<file path="config.mk">
export PLATFORM = sky130hd
export DESIGN_NAME = rxq_break_fifo
export DESIGN_NICKNAME = d
export VERILOG_FILES = /design/src/rtl/rxq_pkg.sv /design/src/rtl/rxq_ctrl.sv /design/src/rtl/rxq_data.sv /design/src/rtl/rxq_break_fifo.sv
export SDC_FILE = /design/constraint.sdc
export NUM_CORES = 1
export LEC_CHECK = 0
export BUFFER_PORTS_ARGS = -buffer_cell sky130_fd_sc_hd__clkbuf_2
export CAP_MARGIN = 20
export CORE_ASPECT_RATIO = 0.9
export CORE_UTILIZATION = 57
export DETAILED_ROUTE_END_ITERATION = 10
export GPL_TIMING_DRIVEN = 0
export PLACE_DENSITY = 0.79
export SETUP_SLACK_MARGIN = 0.02
export SYNTH_ARGS = -nofsm -noshare
export SYNTH_HDL_FRONTEND = slang
export SYNTH_HIERARCHICAL = 1
export SYNTH_SLANG_ARGS = --single-unit
</file>
<file path="constraint.sdc">
create_clock -name clk -period 4.2 [get_ports clk]
set_clock_uncertainty 0.2 [all_clocks]
set_input_delay 1.05 -clock clk [delete_from_list [all_inputs] [get_ports clk]]
set_output_delay 1.05 -clock clk [all_outputs]
set_load 0.005 [all_outputs]
</file>
<file path="src/rtl/rxq_pkg.sv">
package rxq_pkg;
  typedef struct packed {
    logic pop;    // advance the head past the oldest entry
    logic push;   // write one entry
    logic zero;   // written entry is a break marker (0x00)
    logic flush;  // discard all entries
  } rxq_strobe_t;
endpackage

</file>
<file path="src/rtl/rxq_ctrl.sv">
module rxq_ctrl
  import rxq_pkg::*;
#(
  parameter int DEPTH = 4,
  parameter int CNT_W = $clog2(DEPTH + 1),
  parameter int PTR_W = (DEPTH > 1) ? $clog2(DEPTH) : 1
) (
  input  logic             clk,
  input  logic             rstN,
  input  logic             rxEnable,
  input  logic             flush,
  input  logic             inValid,
  input  logic             breakPulse,
  input  logic             popStrobe,
  input  logic             breakClear,
  output logic             inReady,
  output logic             rxRdy,
  output logic             fifoFull,
  output logic             breakFlag,
  output logic             isEmpty,
  output rxq_strobe_t      str,
  output logic [PTR_W-1:0] wrOffset
);
  localparam logic [CNT_W-1:0] FULL_CNT = CNT_W'(DEPTH);

  logic [CNT_W-1:0] count;
  logic [CNT_W-1:0] cntAfterPop;
  logic [CNT_W-1:0] countNext;
  logic             accept;
  logic             doPop;

  always_comb begin
    inReady     = rxEnable && !fifoFull && !breakPulse;
    accept      = inValid && inReady;
    doPop       = popStrobe && (count != '0);
    cntAfterPop = count - CNT_W'(doPop);
    str.flush   = flush;
    str.pop     = doPop && !flush;
    str.push    = (accept || breakPulse) && !flush;
    str.zero    = breakPulse;
    if (cntAfterPop == FULL_CNT) wrOffset = PTR_W'(DEPTH - 1);
    else                         wrOffset = cntAfterPop[PTR_W-1:0];
    if (flush)                                    countNext = '0;
    else if (str.push && cntAfterPop != FULL_CNT) countNext = cntAfterPop + 1'b1;
    else                                          countNext = cntAfterPop;
    isEmpty = (count == '0);
  end

  always_ff @(posedge clk or negedge rstN) begin
    if (!rstN) begin
      count     <= '0;
      rxRdy     <= 1'b0;
      fifoFull  <= 1'b0;
      breakFlag <= 1'b0;
    end else begin
      count    <= countNext;
      rxRdy    <= (countNext != '0);
      fifoFull <= (countNext == FULL_CNT);
      if (breakPulse)      breakFlag <= 1'b1;
      else if (breakClear) breakFlag <= 1'b0;
    end
  end

  p_no_overflow_r3: assert property (@(posedge clk) disable iff (!rstN)
    count <= FULL_CNT);
  p_full_flag_r3: assert property (@(posedge clk) disable iff (!rstN)
    fifoFull == (count == FULL_CNT));
  p_break_full_r4: assert property (@(posedge clk) disable iff (!rstN)
    (breakPulse && !flush && count == FULL_CNT) |=> (count == FULL_CNT));
  p_empty_pop_r5: assert property (@(posedge clk) disable iff (!rstN)
    (popStrobe && count == '0 && !inValid && !breakPulse) |=> (count == '0));
  p_flush_r7: assert property (@(posedge clk) disable iff (!rstN)
    flush |=> (count == '0 && !rxRdy && !fifoFull));
  p_break_set_r9: assert property (@(posedge clk) disable iff (!rstN)
    breakPulse |=> breakFlag);
  p_break_hold_r9: assert property (@(posedge clk) disable iff (!rstN)
    (breakFlag && !breakClear) |=> breakFlag);
endmodule

</file>
<file path="src/rtl/rxq_data.sv">
module rxq_data
  import rxq_pkg::*;
#(
  parameter int DEPTH  = 4,
  parameter int DATA_W = 8,
  parameter int PTR_W  = (DEPTH > 1) ? $clog2(DEPTH) : 1
) (
  input  logic              clk,
  input  logic              rstN,
  input  rxq_strobe_t       str,
  input  logic [PTR_W-1:0]  wrOffset,
  input  logic [DATA_W-1:0] wrByte,
  input  logic              isEmpty,
  output logic [DATA_W-1:0] popData
);
  logic [DATA_W-1:0] mem [DEPTH];
  logic [PTR_W-1:0]  head;
  logic [PTR_W-1:0]  headAfterPop;
  logic [PTR_W-1:0]  wrAddr;

  function automatic logic [PTR_W-1:0] wrapAdd(input logic [PTR_W-1:0] a,
                                               input logic [PTR_W-1:0] b);
    logic [PTR_W:0] s;
    s = {1'b0, a} + {1'b0, b};
    if (s >= (PTR_W+1)'(DEPTH)) s = s - (PTR_W+1)'(DEPTH);
    return s[PTR_W-1:0];
  endfunction

  always_comb begin
    headAfterPop = str.pop ? wrapAdd(head, PTR_W'(1)) : head;
    wrAddr       = wrapAdd(headAfterPop, wrOffset);
    popData      = isEmpty ? '0 : mem[head];
  end

  always_ff @(posedge clk or negedge rstN) begin
    if (!rstN)          head <= '0;
    else if (str.flush) head <= '0;
    else                head <= headAfterPop;
  end

  for (genvar i = 0; i < DEPTH; i++) begin : g_entry
    always_ff @(posedge clk or negedge rstN) begin
      if (!rstN)
        mem[i] <= '0;
      else if (str.push && wrAddr == PTR_W'(i))
        mem[i] <= str.zero ? '0 : wrByte;
    end
  end

  p_head_hold_r5: assert property (@(posedge clk) disable iff (!rstN)
    (!str.pop && !str.flush) |=> $stable(head));
  p_flush_head_r7: assert property (@(posedge clk) disable iff (!rstN)
    str.flush |=> (head == '0));
endmodule

</file>
<file path="src/rtl/rxq_break_fifo.sv">
module rxq_break_fifo
  import rxq_pkg::*;
#(
  parameter int DEPTH  = 4,
  parameter int DATA_W = 8
) (
  input  logic              clk,
  input  logic              rstN,
  input  logic              rxEnable,
  input  logic              flush,
  input  logic [DATA_W-1:0] inByte,
  input  logic              inValid,
  input  logic              breakPulse,
  output logic              inReady,
  input  logic              popStrobe,
  output logic [DATA_W-1:0] popData,
  output logic              rxRdy,
  output logic              fifoFull,
  output logic              breakFlag,
  input  logic              breakClear
);
  localparam int CNT_W = $clog2(DEPTH + 1);
  localparam int PTR_W = (DEPTH > 1) ? $clog2(DEPTH) : 1;

  rxq_strobe_t      str;
  logic [PTR_W-1:0] wrOffset;
  logic             isEmpty;

  rxq_ctrl #(.DEPTH(DEPTH), .CNT_W(CNT_W), .PTR_W(PTR_W)) u_ctrl (
    .clk(clk), .rstN(rstN), .rxEnable(rxEnable), .flush(flush),
    .inValid(inValid), .breakPulse(breakPulse), .popStrobe(popStrobe),
    .breakClear(breakClear), .inReady(inReady), .rxRdy(rxRdy),
    .fifoFull(fifoFull), .breakFlag(breakFlag), .isEmpty(isEmpty),
    .str(str), .wrOffset(wrOffset)
  );

  rxq_data #(.DEPTH(DEPTH), .DATA_W(DATA_W), .PTR_W(PTR_W)) u_data (
    .clk(clk), .rstN(rstN), .str(str), .wrOffset(wrOffset),
    .wrByte(inByte), .isEmpty(isEmpty), .popData(popData)
  );
endmodule

</file>
; Yosys cells after proc, flatten, opt, wreduce, memory -nomap -nowiden
; Index checks and enable logic that the tools add are counted.
[classes]
bitwise_logic = 1
n_addsub = 6
reduce_logical = 20
muxes = 14
eq_ne = 6
n_lt_le_gt_ge = 3
[op_table]
columns = op, count
row1 = two-way mux 8 bit, 4
row2 = binary-select mux 8 bit (select 2 bit), 1
row3 = logical AND 1 bit, 11
row4 = two-way mux 2 bit, 5
row5 = ">= comparator 3 bit, second input constant", 3
row6 = "== test 3 bit, second input constant", 2
row7 = two-way mux 3 bit, 2
row8 = nonzero test 3 bit, 2
row9 = "== test 2 bit, second input constant", 2
row10 = "subtractor 2 x 1 -> 2 bit, second input constant", 2
row11 = "adder 2 x 1 -> 3 bit, second input constant", 1
row12 = adder 2 x 2 -> 3 bit, 1
row13 = "adder 3 x 1 -> 3 bit, second input constant", 1
row14 = zero test 1 bit, 3
row15 = zero test 3 bit, 1
row16 = "inequality test 3 bit, second input constant", 1
row17 = NOT 2 -> 3 bit, 1
row18 = subtractor 3 x 1 -> 3 bit, 1
row19 = "== test 2 x 1 -> 1 bit, second input constant", 1
row20 = zero test 2 bit, 1
row21 = two-way mux 1 bit, 2
row22 = nonzero test 2 bit, 1
row23 = logical OR 1 bit, 1
[totals]
out_inout_bits = 12
inputBits = 16
elab_cells = 59
regBits = 40

; Depth between registers and ports, before layout
; Gate-level depths: netlist of the first run.
[depth]
depth_word = 10
ltp_mapped = 12
depth_no_buf = 12

; By module
; The synthesis of the first run kept the hierarchy.
[by_module_without_submodules]
columns = mod, cells_each, area_each_um2, n_inst, seq_area_each_um2
row1 = rxq_data, 105, 1666.6, 1, 850.8
row2 = rxq_ctrl, 45, 412.9, 1, 150.1

; Least setup slack after synthesis of the first run
; Ideal clock, no wire load.
[synth_timing]
kind = input to register
startpoint = input port popStrobe
endpoint = register u_data/mem[24] (netlist bit)
required_ps = 3875
n_path_buf = 0
arrival_time_ps = 3429
slack_ps = 447
setup_ps = 125
stages = 11
path_cell_list = nor2b_1 > ha_1 > ha_1 > ha_1 > nand2_1 > nand2_1 > ha_1 > xor2_1 > xnor3_2 > nor3b_4 > mux2_2
[synth_via]
elab_chain_len = 9
elab_cells_between_ends = 12
cone_classes = add/sub: 3 / order compare: 1 / eq/ne: 1 / mux: 3 / reduce/logical: 4
[synth_lines]
columns = element, line
row1 = "start, declared", rxq_break_fifo.sv:15  ; input logic popStrobe,
row2 = logical AND 1 bit (*), rxq_ctrl.sv:35  ; doPop = popStrobe && (count != '0);
row3 = subtractor 3 x 1 -> 3 bit (*), rxq_ctrl.sv:36  ; cntAfterPop = count - CNT_W'(doPop);
row4 = == test 3 bit, rxq_ctrl.sv:41  ; if (cntAfterPop == FULL_CNT) wrOffset = PTR_W'(DEPTH - 1);
row5 = two-way mux 2 bit (*), rxq_ctrl.sv:41
row6 = named net wrOffset[0], rxq_break_fifo.sv:26  ; logic [PTR_W-1:0] wrOffset;
row7 = adder 2 x 2 -> 3 bit (*), rxq_data.sv:24  ; s = {1'b0, a} + {1'b0, b};
row8 = >= comparator 3 bit or subtractor 2 x 1 -> 2 bit (tied branches), rxq_data.sv:25  ; if (s >= (PTR_W+1)'(DEPTH)) s = s - (PTR_W+1)'(DEPTH);
row9 = two-way mux 2 bit (*), rxq_data.sv:25
row10 = zero test 2 bit (*), rxq_data.sv:45  ; else if (str.push && wrAddr == PTR_W'(i))
row11 = logical AND 1 bit (*), rxq_data.sv:45
row12 = "end signal, assigned by index", rxq_data.sv:46  ; mem[i] <= str.zero ? '0 : wrByte;
row13 = "end, declared", rxq_data.sv:16  ; logic [DATA_W-1:0] mem [DEPTH];
; The timed path passes the listed nets; every way through them passes the cells marked *.
; A chain may end at the register's enable or synchronous reset.

; Worst setup path in the final report of the first run
[layout_timing]
startpoint = input port popStrobe
endpoint = register u_data/mem[31] (netlist bit)
; The elaborated chain is that of the path after synthesis.

==> run_results.csv, run 1 <==
group,metric,value,unit
grt,grt.busiest_layer,"met2",
worst_hold_path,holdCritPathClass,"flop to flop",
die,io_pins,28,
sta,drv_slew,0,
clocking,ctsResizeCount,0,
logic_synthesis,yosysUniqueCellTypes,31,
logic_synthesis,synth_seq_cells,40,
placed_design,dp_cells,222,
grt,grt.met2_usage,0.3557,
grt,grt_pass1_wl,6051,µm
detailed_routing,firstDrtPassIters,4,
logic_synthesis,seq_area_frac_synth,0.4813,
grt,grt_pass1_vias,1294,
setup_path,crit_chain,"clkbuf_2, nor2b_1, ha_1, ha_1, ha_1, nand2_1, nand2_1, ha_1, xor2_1, xnor3_2, nor3b_4, mux2_2",
setup_path,cpPeakStageDelay,0.48,ns
logic_synthesis,postSynthAreaPerCell,13.86,µm²
power,ir_worst_vdd,0.0004398,V
sta,final-hold-violation-count,0,
setup_path,cp-end-kind,"flop",
detailed_routing,drtIter0Drc,34,
setup_path,crit_start,"popStrobe",
detailed_routing,totalWireLength,3732,µm
grt,use_met1,0.2881,
logic_synthesis,synthCells,150,
power,netSwitchingFraction,0.3526,
sta,post-route-period-util,0.9223,
clocking,cts_max_path_buffers,2,
clocking,cts_sinks,40,
clocking,cts_tree,"yes",
power,p_seq_frac,0.360,
power,switchingPower,0.5987,mW
power,share_comb_of_total_power,0.488,
sta,finalCriticalPeriod,3.874,ns
setup_path,crit_type,"input port to flop",
clocking,clkLatencyLatePin,0.28,ns
placed_design,hpwl,2679,µm
clocking,cts_buffers,5,
die,rows,20,
clocking,htree_levels,2,
die,core_area,0.003428,mm²
setup_path,critPathMaxFanout,8,
clocking,cts_hold_buffers,0,
detailed_routing,postRouteAntennaNets,0,
detailed_routing,avgRoutedWirePerCell,16.23,µm
sta,final-setup-viol-count,0,
sta,worst_slew_pin_slew,0.9569,ns
logic_synthesis,synth_nets,171,
grt,grt_max_degree,41,
sta,setup-tns-final,0,ns
cells_and_area,layout-drive-gt1-share,0.4462,
detailed_routing,vias_per_cell,5.613,
detailed_routing,drc,0,
detailed_routing,vias,1291,
worst_hold_path,worstHoldStart,"u_ctrl/breakFlag$_DFFE_PN0P_",
setup_path,ff2ff_setup_slack,0.39,ns
power,powerDensity,715.0,mW/mm²
grt,gr-usage-all-layers,0.2178,
setup_path,cp_slowest_cell,"nor3b_4",
setup_path,cp-start-kind,"input port",
setup_path,path_common_cell,"ha_1",
cells_and_area,area_delta_synth_final,14.20,%
sta,hold_slack,0.2807,ns
setup_path,cp.arrival,3.84,ns
setup_path,r2r_start,"u_ctrl/count[0]$_DFF_PN0_",
cells_and_area,final_nets,206,
setup_path,path_delay_family,"adder cells",
power,p_leak,1.199,nW
clocking,clk_pin_slew,0.07,ns
logic_synthesis,yosysWarnings,6,
power,clockPowerShare,0.152,
grt,grtUsageMet3,0.03654,
clocking,clockRootBuffer,"clkbuf_8",
die,die_area,0.003894,mm²
die,initial_core_util,0.6066,
run_status,outcome,"finished, final reports clean",
die,die_w,65.67,µm
grt,antenna_found_initial,0,
die,chipHeight,59.30,µm
sta,max_freq,258.2,MHz
cells_and_area,fin_util,0.6927,
setup_path,worstPathRequired,4.17,ns
setup_path,cp.buffers_inverters,1,
placed_design,place_congestion,0.8076,
clocking,post_cts_buffers,0,
placed_design,numPortBuffers,27,
sta,slew-limit-headroom,0.3621,
cells_and_area,antenna_cells,0,
logic_synthesis,synth_area,0.002079,mm²
grt,overflow,0,
cells_and_area,final_cell_count_no_fill,230,
job,cap_viol_max_count,0,
sta,rsz0062_at_grt,"false",
power,internal_power,1.099,mW
worst register-to-register path: cells and delay by family, from the launching register on:
| kind | cells | cell delay [ns] |
|---|---|---|
| simple gates | 5 | 1.17 |
| fa+ha+maj | 4 | 1.01 |
| xor+xnor | 2 | 0.53 |
| flops | 1 | 0.39 |
| mux | 1 | 0.40 |
sequential cells by signal (all words and copies together), names as in the netlist:
signal and cells:
u_ctrl/rxRdy 1, u_data/head 2, u_data/mem 32, u_ctrl/fifoFull 1
u_ctrl/breakFlag 1, u_ctrl/count 3
per-layer routing:
metal	wire (µm)	vias to the layer above
li1	-	601
met1	1716	660
met2	1864	23
met3	101	7
met4	50	0
met5	0	-
final timing paths:
check                                               end  cells past startpoint
hold / removal             u_ctrl/breakFlag$_DFFE_PN0P_                      1
setup reg to reg             u_data/mem[31]$_DFFE_PN0P_                     12
min in group asynchronous     u_data/mem[6]$_DFFE_PN0P_                      1
hold reg to reg            u_ctrl/breakFlag$_DFFE_PN0P_                      1
max in group asynchronous    u_data/mem[13]$_DFFE_PN0P_                      1
setup / recovery             u_data/mem[31]$_DFFE_PN0P_                     12
metrics by stage:
| step | setup WS, ns | cell area (µm²) | power (mW) |
|---|---|---|---|
| 2_1_floorplan | 0.4466 | 2079 | 1.226 |
| 3_3_place_gp | -0.2046 | 2270 | 1.372 |
| 3_5_place_dp | 0.01876 | 2277 | 1.445 |
| 4_1_cts | 0.1339 | 2370 | 1.705 |
| 5_1_grt | 0.2066 | 2375 | 1.810 |
| 6_report | 0.3265 | 2375 | 1.698 |
area by class of cell:
type / instances / area, µm²
plain buffers: 4 / 33.78
clock buffers: 6 / 82.58
clock inverters: 2 / 10.01
fillers: 243 / 1054
inverters: 7 / 26.28
multi-input cells: 99 / 1023
flip-flops and latches: 40 / 1001
well taps: 44 / 55.05
repair buffers: 28 / 142.6
power by group through the flow:
| stage | clock (mW) | sequential [mW] | combinational [mW] |
|---|---|---|---|
| floorplan | 0 | 0.592 | 0.634 |
| global placement | 0 | 0.600 | 0.773 |
| detailed placement | 0 | 0.617 | 0.828 |
| CTS | 0.262 | 0.609 | 0.834 |
| global route | 0.280 | 0.630 | 0.900 |
| finish | 0.257 | 0.612 | 0.829 |
Yosys cell counts:
cell type,number,area (µm²)
o21a_1,1,7.510
nand2_4,1,11.26
buf_6,1,11.26
nor2b_1,20,125.1
buf_4,3,22.52
nand3b_2,1,11.26
mux2_2,32,360.4
nor2_2,1,6.260
nand3_2,1,10.01
and3b_1,1,8.760
o221ai_1,1,8.760
nand3b_1,1,7.510
xnor3_2,1,23.77
mux2i_1,1,10.01
a21o_1,1,7.510
a21oi_1,1,5.000
nor2_1,7,26.28
xor2_2,1,16.27
o2bb2ai_2,1,15.01
xnor2_1,1,8.760
ha_1,5,62.56
dfrtp_1,40,1001
nor3b_1,1,7.510
inv_1,7,26.28
mux4_1,6,157.7
mux4_2,2,45.04
nand2_1,5,18.77
a211oi_1,1,7.510
nor3b_4,1,18.77
nor3_1,1,5.000
xor2_1,3,26.28
kinds of logic after synthesis:
kind of cell | Yosys count | synth area share
muxes | 41 | 0.2756
xor gates and xnor gates | 6 | 0.03610
AOI/OAI and AO/OA | 6 | 0.02467
and+or+nand+nor | 41 | 0.1234
buffers and inverters | 11 | 0.02888
adders and majority gates | 5 | 0.03008
DFF | 40 | 0.4813
cell usage in the layout (no fill, tap or decap), types with 2 or more instances in the layout:
master and n:
nor2_1 7, nor2b_1 20, mux4_2 2, clkbuf_8 6
nand2_1 5, ha_1 5, clkinv_2 2, inv_1 7
clkbuf_2 27, buf_4 4, mux2_2 32, dfrtp_1 40
mux4_1 6, xor2_1 3
Note: power is estimated with default switching activity, not from simulation.
==> run 2: changes to the inputs <==
--- a/config.mk
+++ b/config.mk
@@ -10,10 +10,8 @@
 export CORE_ASPECT_RATIO = 0.9
 export CORE_UTILIZATION = 57
 export DETAILED_ROUTE_END_ITERATION = 10
-export GPL_TIMING_DRIVEN = 0
 export PLACE_DENSITY = 0.79
 export SETUP_SLACK_MARGIN = 0.02
 export SYNTH_ARGS = -nofsm -noshare
 export SYNTH_HDL_FRONTEND = slang
-export SYNTH_HIERARCHICAL = 1
 export SYNTH_SLANG_ARGS = --single-unit
==> run 2 against run 1 <==
Effect of this change: fmax about the same; total power down 1.7%; synthesized area about the same; hold slack better by 0.019 ns; via count up 7.7%; register-to-register slack worse by 0.03 ns; largest power group unchanged; highest routed layer unchanged.
==> run_results.csv, run 2 <==
group,metric,value,unit
cells_and_area,largest_register_ffs,32,
logic_synthesis,synth-compound-area-share,0.07586,
cells_and_area,final_common_cell,"dfrtp_1",
logic_synthesis,synth_edf_count,0,
detailed_routing,firstDrtPassIters,4,
worst_hold_path,holdCritPathClass,"flop to flop",
logic_synthesis,synth_common_cells,"dfrtp_1, mux2_2, nor2b_1",
detailed_routing,drtIter0Drc,79,
sta,worst_slew_pin_slew,0.6224,ns
setup_path,ff2ff_setup_slack,0.36,ns
clocking,cts_max_path_buffers,2,
sta,finalCriticalPeriod,3.873,ns
power,ir_worst_vdd,0.0004090,V
cells_and_area,top_regs,"u_data.mem: 32 flops, u_ctrl.count: 3 flops, u_data.head: 2 flops",
clocking,post_cts_buffers,0,
setup_path,crit_chain,"clkbuf_2, o31ai_2, inv_1, ha_1, ha_1, ha_1, nand2_1, nand2_1, ha_1, o2bb2ai_1, o211a_1, nor3_4, mux2_2",
grt,grt_pass1_vias,1447,
logic_synthesis,synthSimpleGateAreaFrac,0.1108,
cells_and_area,area_delta_synth_final,13.97,%
detailed_routing,totalWireLength,4043,µm
grt,grt_max_degree,41,
die,initial_core_util,0.6062,
run_status,outcome,"finished, final reports clean",
logic_synthesis,synth_area,0.002078,mm²
sta,setup_slack,0.3272,ns
clocking,ctsResizeCount,0,
clocking,cts_buffers,5,
logic_synthesis,yosysWarnings,0,
logic_synthesis,async_flop_share,1.000,
sta,max_freq,258.2,MHz
cells_and_area,layout-drive-gt1-share,0.4115,
placed_design,placed_area,0.002271,mm²
sta,slew-limit-headroom,0.5851,
grt,gr-usage-all-layers,0.2464,
sta,final-setup-viol-count,0,
setup_path,cp-end-kind,"flop",
cells_and_area,final_cell_count_no_fill,236,
setup_path,critPathMaxFanout,8,
cells_and_area,top_register,"u_data.mem",
power,powerDensity,705.1,mW/mm²
placed_design,dp_slack,0.009117,ns
logic_synthesis,synth.area.top_cells,"dfrtp_1, mux2_2, mux4_2, nor2b_1, ha_1",
logic_synthesis,synth-main-ff-cell,"dfrtp_1",
logic_synthesis,synth_mux_area_frac,0.2601,
sta,hold_slack,0.2992,ns
logic_synthesis,synthCells,158,
cells_and_area,fin_area,0.002369,mm²
logic_synthesis,yosysUniqueCellTypes,34,
detailed_routing,postRouteAntennaNets,0,
die,rows,20,
detailed_routing,drc,0,
logic_synthesis,synth_top_family_by_area,"multiplexers",
logic_synthesis,synth_seq_cells,40,
setup_path,worstPathRequired,4.17,ns
setup_path,path_common_cell,"ha_1",
die,core_area,0.003428,mm²
placed_design,place_congestion,0.8350,
cells_and_area,final_nets,213,
logic_synthesis,synth_xor_area_frac,0.02107,
sta,post-route-period-util,0.9221,
sta,rsz0062_at_grt,"false",
logic_synthesis,postSynthAreaPerCell,13.15,µm²
setup_path,cp-start-kind,"input port",
logic_synthesis,synthAdderAreaFrac,0.03010,
clocking,clkLatencyLatePin,0.29,ns
die,die_w,65.65,µm
placed_design,numPortBuffers,27,
grt,grt_pass1_wl,6851,µm
detailed_routing,vias_per_cell,5.894,
cells_and_area,antenna_cells,0,
clocking,cts_tree,"yes",
grt,antenna_found_initial,0,
sta,setup-tns-final,0,ns
clocking,cts_sinks,40,
setup_path,crit_type,"input port to flop",
job,cap_viol_max_count,0,
setup_path,cpPeakStageDelay,0.45,ns
power,p_leak,1.124,nW
clocking,clockRootBuffer,"clkbuf_8",
logic_synthesis,synth_nets,179,
clocking,clk_pin_slew,0.07,ns
logic_synthesis,synth_top_area_cell,"dfrtp_1",
sta,final-hold-violation-count,0,
die,io_pins,28,
logic_synthesis,synth_top_area_frac,0.4816,
logic_synthesis,seq_area_frac_synth,0.4816,
clocking,htree_levels,2,
cells_and_area,fin_util,0.6909,
grt,overflow,0,
placed_design,hpwl,2949,µm
placed_design,dp_cells,228,
sta,drv_slew,0,
clocking,cts_hold_buffers,0,
setup_path,cp.arrival,3.84,ns
logic_synthesis,synth_most_common_cell,"dfrtp_1",
detailed_routing,avgRoutedWirePerCell,17.13,µm
cells_and_area,final_cell_mix,"dfrtp_1, mux2_2, clkbuf_2, nor2b_1",
setup_path,cp_slowest_cell,"nor3_4",
die,chipHeight,59.29,µm
detailed_routing,vias,1391,
power,finalPower,1.670,mW
die,die_area,0.003892,mm²
## run 2: changes by cell type after synthesis, moves of 2 or more
cell      delta
clkbuf_1     +2
mux2_1       +4
nor2b_1      -2
mux2_2       -4
a211o_1      +3
mux4_2       +6
a21oi_1      +2
mux4_1       -6
buf_4        -3
## run 2: final cells by class
type / count / area (µm²)
Clock buffer: 6 / 72.57
Clock inverter: 1 / 5.005
Fill cell: 252 / 1060
Sequential cell: 40 / 1001
Inverter: 8 / 30.03
Timing Repair Buffer: 30 / 170.2
Multi-Input combinational cell: 107 / 1035
Tap cell: 44 / 55.05
## run 2: worst max-delay path: cells and delay by family
kind / cells / cell delay [ns]
fa+ha+maj: 4 / 1.01
simple gates: 3 / 0.59
compound gates: 3 / 0.62
mux: 1 / 0.40
buf+inv: 2 / 0.17
## run 2: layer usage
layer | global-route usage | routed length [µm] | up-vias
met5 | 0 | 0 | -
met4 | 0.07764 | 47 | 0
met3 | 0.05962 | 206 | 6
met2 | 0.4329 | 2108 | 42
met1 | 0.2997 | 1680 | 706
li1 | - | - | 637
## run 2: cells by family after synthesis
kind of cell	count (synthesis)
muxes	40
AOI/OAI and AO/OA	18
adders and majority gates	5
buffers and inverters	11
xor gates and xnor gates	5
and+or+nand+nor	39
DFF	40
## run 2: final timing paths
path                                            startpoint                         end  cells after the start
worst max-delay path                             popStrobe   u_data.mem[6]$_DFFE_PN0P_                     13
worst min-delay path            u_data.mem[18]$_DFFE_PN0P_  u_data.mem[18]$_DFFE_PN0P_                      1
worst max register to register   u_ctrl.count[2]$_DFF_PN0_   u_data.mem[6]$_DFFE_PN0P_                     12
worst min register to register  u_data.mem[18]$_DFFE_PN0P_  u_data.mem[18]$_DFFE_PN0P_                      1
max in group asynchronous                             rstN  u_data.mem[23]$_DFFE_PN0P_                      2
min in group asynchronous                             rstN  u_data.mem[25]$_DFFE_PN0P_                      1
## run 2: power breakdown
| part | total, mW | leakage [nW] | internal (mW) | switching, mW |
|---|---|---|---|---|
| Clock | 0.238 | 0.0410 | 0.113 | 0.125 |
| Sequential | 0.631 | 0.517 | 0.528 | 0.103 |
| Combinational | 0.801 | 0.566 | 0.419 | 0.382 |
| Total | 1.67 | 1.12 | 1.06 | 0.610 |
==> run 3: changes to the inputs <==
--- a/config.mk
+++ b/config.mk
@@ -11,7 +11,7 @@
 export CORE_UTILIZATION = 57
 export DETAILED_ROUTE_END_ITERATION = 10
 export PLACE_DENSITY = 0.79
-export SETUP_SLACK_MARGIN = 0.02
+export SETUP_SLACK_MARGIN = 0.5
 export SYNTH_ARGS = -nofsm -noshare
 export SYNTH_HDL_FRONTEND = slang
 export SYNTH_SLANG_ARGS = --single-unit
==> constraint.sdc (replaced) <==
create_clock -name clk -period 4.2 [get_ports clk]
set_clock_uncertainty 0.2 [all_clocks]
set_input_delay 1.05 -clock clk [delete_from_list [all_inputs] [get_ports clk]]
set_output_delay 1.05 -clock clk [all_outputs]
set_load 0.1 [all_outputs]
==> run 3 against run 2 <==
Effect of this change: total power rose by 27%; routed wire length rose by 1.8%; largest cell class unchanged; critical endpoint is now u_data.mem[22]$_DFFE_PN0P_; cell area rose by 5.3%.
==> run_results.csv, run 3 (synthesized netlist as in run 2, its figures left out) <==
group,metric,value,unit
die,chipHeight,59.29,µm
die,rows,20,
sta,final-hold-violation-count,0,
cells_and_area,area_delta_synth_final,20.05,%
placed_design,dp_slack,0.1195,ns
run_status,outcome,"finished, final reports clean",
setup_path,path_delay_family,"adder cells",
sta,rsz0062_at_grt,"false",
setup_path,worstPathRequired,4.17,ns
sta,slew-limit-headroom,0.5576,
sta,hold_slack,0.3008,ns
cells_and_area,layout-drive-gt1-share,0.5026,
detailed_routing,drc,0,
detailed_routing,vias,1382,
die,io_pins,28,
setup_path,critPathMaxFanout,8,
grt,antenna_found_initial,0,
sta,post-route-period-util,0.8749,
power,powerDensity,850.0,mW/mm²
detailed_routing,vias_per_cell,5.782,
placed_design,place_congestion,0.8211,
worst_hold_path,holdPathStages,1,
grt,grt_pass1_vias,1324,
cells_and_area,antenna_cells,0,
setup_path,cp_slowest_cell,"mux2_2",
job,cap_viol_max_count,0,
clocking,cts_sinks,40,
placed_design,hpwl,2727,µm
sta,max_freq,272.1,MHz
sta,setup_slack,0.5254,ns
detailed_routing,firstDrtPassIters,5,
placed_design,numPortBuffers,27,
setup_path,ff2ff_setup_slack,0.60,ns
cells_and_area,largest_register_ffs,32,
detailed_routing,drtIter0Drc,58,
setup_path,cp.arrival,3.65,ns
sta,worst_slew_pin_slew,0.6637,ns
clocking,cts_max_path_buffers,2,
clocking,cts_tree,"yes",
detailed_routing,totalWireLength,4115,µm
cells_and_area,fillers,216,
grt,overflow,0,
cells_and_area,top_regs,"u_data.mem: 32 flops, u_ctrl.count: 3 flops, u_data.head: 2 flops",
setup_path,path_common_cell,"nand2_1",
detailed_routing,postRouteAntennaNets,0,
setup_path,r2r_start,"u_ctrl.count[2]$_DFF_PN0_",
clocking,cts_buffers,5,
die,core_area,0.003428,mm²
power,p_leak,1.155,nW
cells_and_area,final_nets,216,
sta,final-setup-viol-count,0,
placed_design,dp_cells,227,
cells_and_area,final_common_cell,"dfrtp_1",
clocking,clk_pin_slew,0.07,ns
die,initial_core_util,0.6062,
cells_and_area,final_cell_mix,"dfrtp_1, mux2_2, clkbuf_2, nor2b_1",
clocking,clockRootBuffer,"clkbuf_8",
grt,grt_pass1_wl,6499,µm
cells_and_area,top_register,"u_data.mem",
clocking,htree_levels,2,
setup_path,cp-start-kind,"input port",
setup_path,r2r_end,"u_data.mem[22]$_DFFE_PN0P_",
power,ir_worst_vdd,0.0005846,V
worst_hold_path,holdPathEnd,"u_data.mem[11]$_DFFE_PN0P_",
die,die_w,65.65,µm
worst_hold_path,worstHoldStart,"u_data.mem[11]$_DFFE_PN0P_",
sta,finalCriticalPeriod,3.675,ns
cells_and_area,final_cell_count_no_fill,239,
setup_path,cp-end-kind,"flop",
setup_path,crit_chain,"clkbuf_2, o31ai_4, inv_1, ha_1, ha_4, ha_4, nand2_1, nand2_1, ha_2, nand2_1, o2bb2ai_4, o211ai_1, a21oi_4, mux2_2",
worst_hold_path,holdCritPathClass,"flop to flop",
detailed_routing,avgRoutedWirePerCell,17.22,µm
setup_path,cpPeakStageDelay,0.37,ns
setup_path,crit_type,"input port to flop",
sta,drv_slew,0,
sta,setup-tns-final,0,ns
setup_path,r2r_cells,13,
die,die_area,0.003892,mm²
grt,gr-usage-all-layers,0.2343,
clocking,clkLatencyLatePin,0.29,ns
grt,grt_max_degree,41,
setup_path,cp.buffers_inverters,2,
[run 3: metrics by stage]
step / power [mW] / util / instance area, µm²
2_1_floorplan: 1.556 / - / 2117
3_3_place_gp: 1.714 / 0.6715 / 2302
3_5_place_dp: 1.759 / 0.6715 / 2302
4_1_cts: 2.016 / 0.6996 / 2399
5_1_grt: 2.233 / 0.7277 / 2495
6_report: 2.121 / 0.7277 / 2495
[run 3: how the worst max path moves through the flow]
stage | from | to | slack [ns] | depth (start not counted)
after floorplan | popStrobe | u_data.mem[0]$_DFFE_PN0P_ | 0.54 | 12
after global placement | popStrobe | u_data.mem[0]$_DFFE_PN0P_ | 0.19 | 13
after detailed placement | popStrobe | u_data.mem[7]$_DFFE_PN0P_ | 0.12 | 13
after CTS | popStrobe | u_data.mem[22]$_DFFE_PN0P_ | 0.52 | 13
after global routing | popStrobe | u_data.mem[22]$_DFFE_PN0P_ | 0.45 | 14
final | popStrobe | u_data.mem[22]$_DFFE_PN0P_ | 0.53 | 14
[run 3: final cells by class]
cell class / count / area, µm² / share of cell area
well taps: 44 / 55.05 / 0.02207
inverters: 8 / 30.03 / 0.01204
clock inverters: 2 / 12.51 / 0.005015
repair buffers: 33 / 192.7 / 0.07723
flip-flops and latches: 40 / 1001 / 0.4012
clock buffers: 5 / 68.82 / 0.02758
multi-input cells: 107 / 1135 / 0.4549
[run 3: worst register-to-register path: cells and delay by family (launching register included)]
| kind | cells | cell delay [ns] |
|---|---|---|
| multiplexers | 1 | 0.38 |
| adder cells (fa/ha/maj) | 4 | 0.95 |
| AND/OR/NAND/NOR | 3 | 0.26 |
| buffers and inverters | 1 | 0.08 |
| AO/OA/AOI/OAI | 4 | 1.12 |
| flip-flops | 1 | 0.49 |
[run 3: timing repair]
action                                  in CTS  in global routing
hold endpoints to repair                     0                  0
hold buffers                                 0                  0
resized for setup                            0                  7
buffers inserted                             2                  2
endpoints found under the setup margin       8                 32
pin swaps                                    1                  2
[run 3: power by group]
| group | switching, mW | internal (mW) | total [mW] |
|---|---|---|---|
| combinational | 0.754 | 0.495 | 1.25 |
| sequential | 0.103 | 0.527 | 0.631 |
| clock | 0.129 | 0.112 | 0.241 |
[run 3: metal layers]
metal  GRT usage  vias to the layer above  routed length [µm]
met5           0                        -                   0
met4     0.07143                        0                  47
met3     0.05769                        4                 232
met2      0.3455                       49                1987
met1      0.3441                      689                1847
li1            -                      640                   -
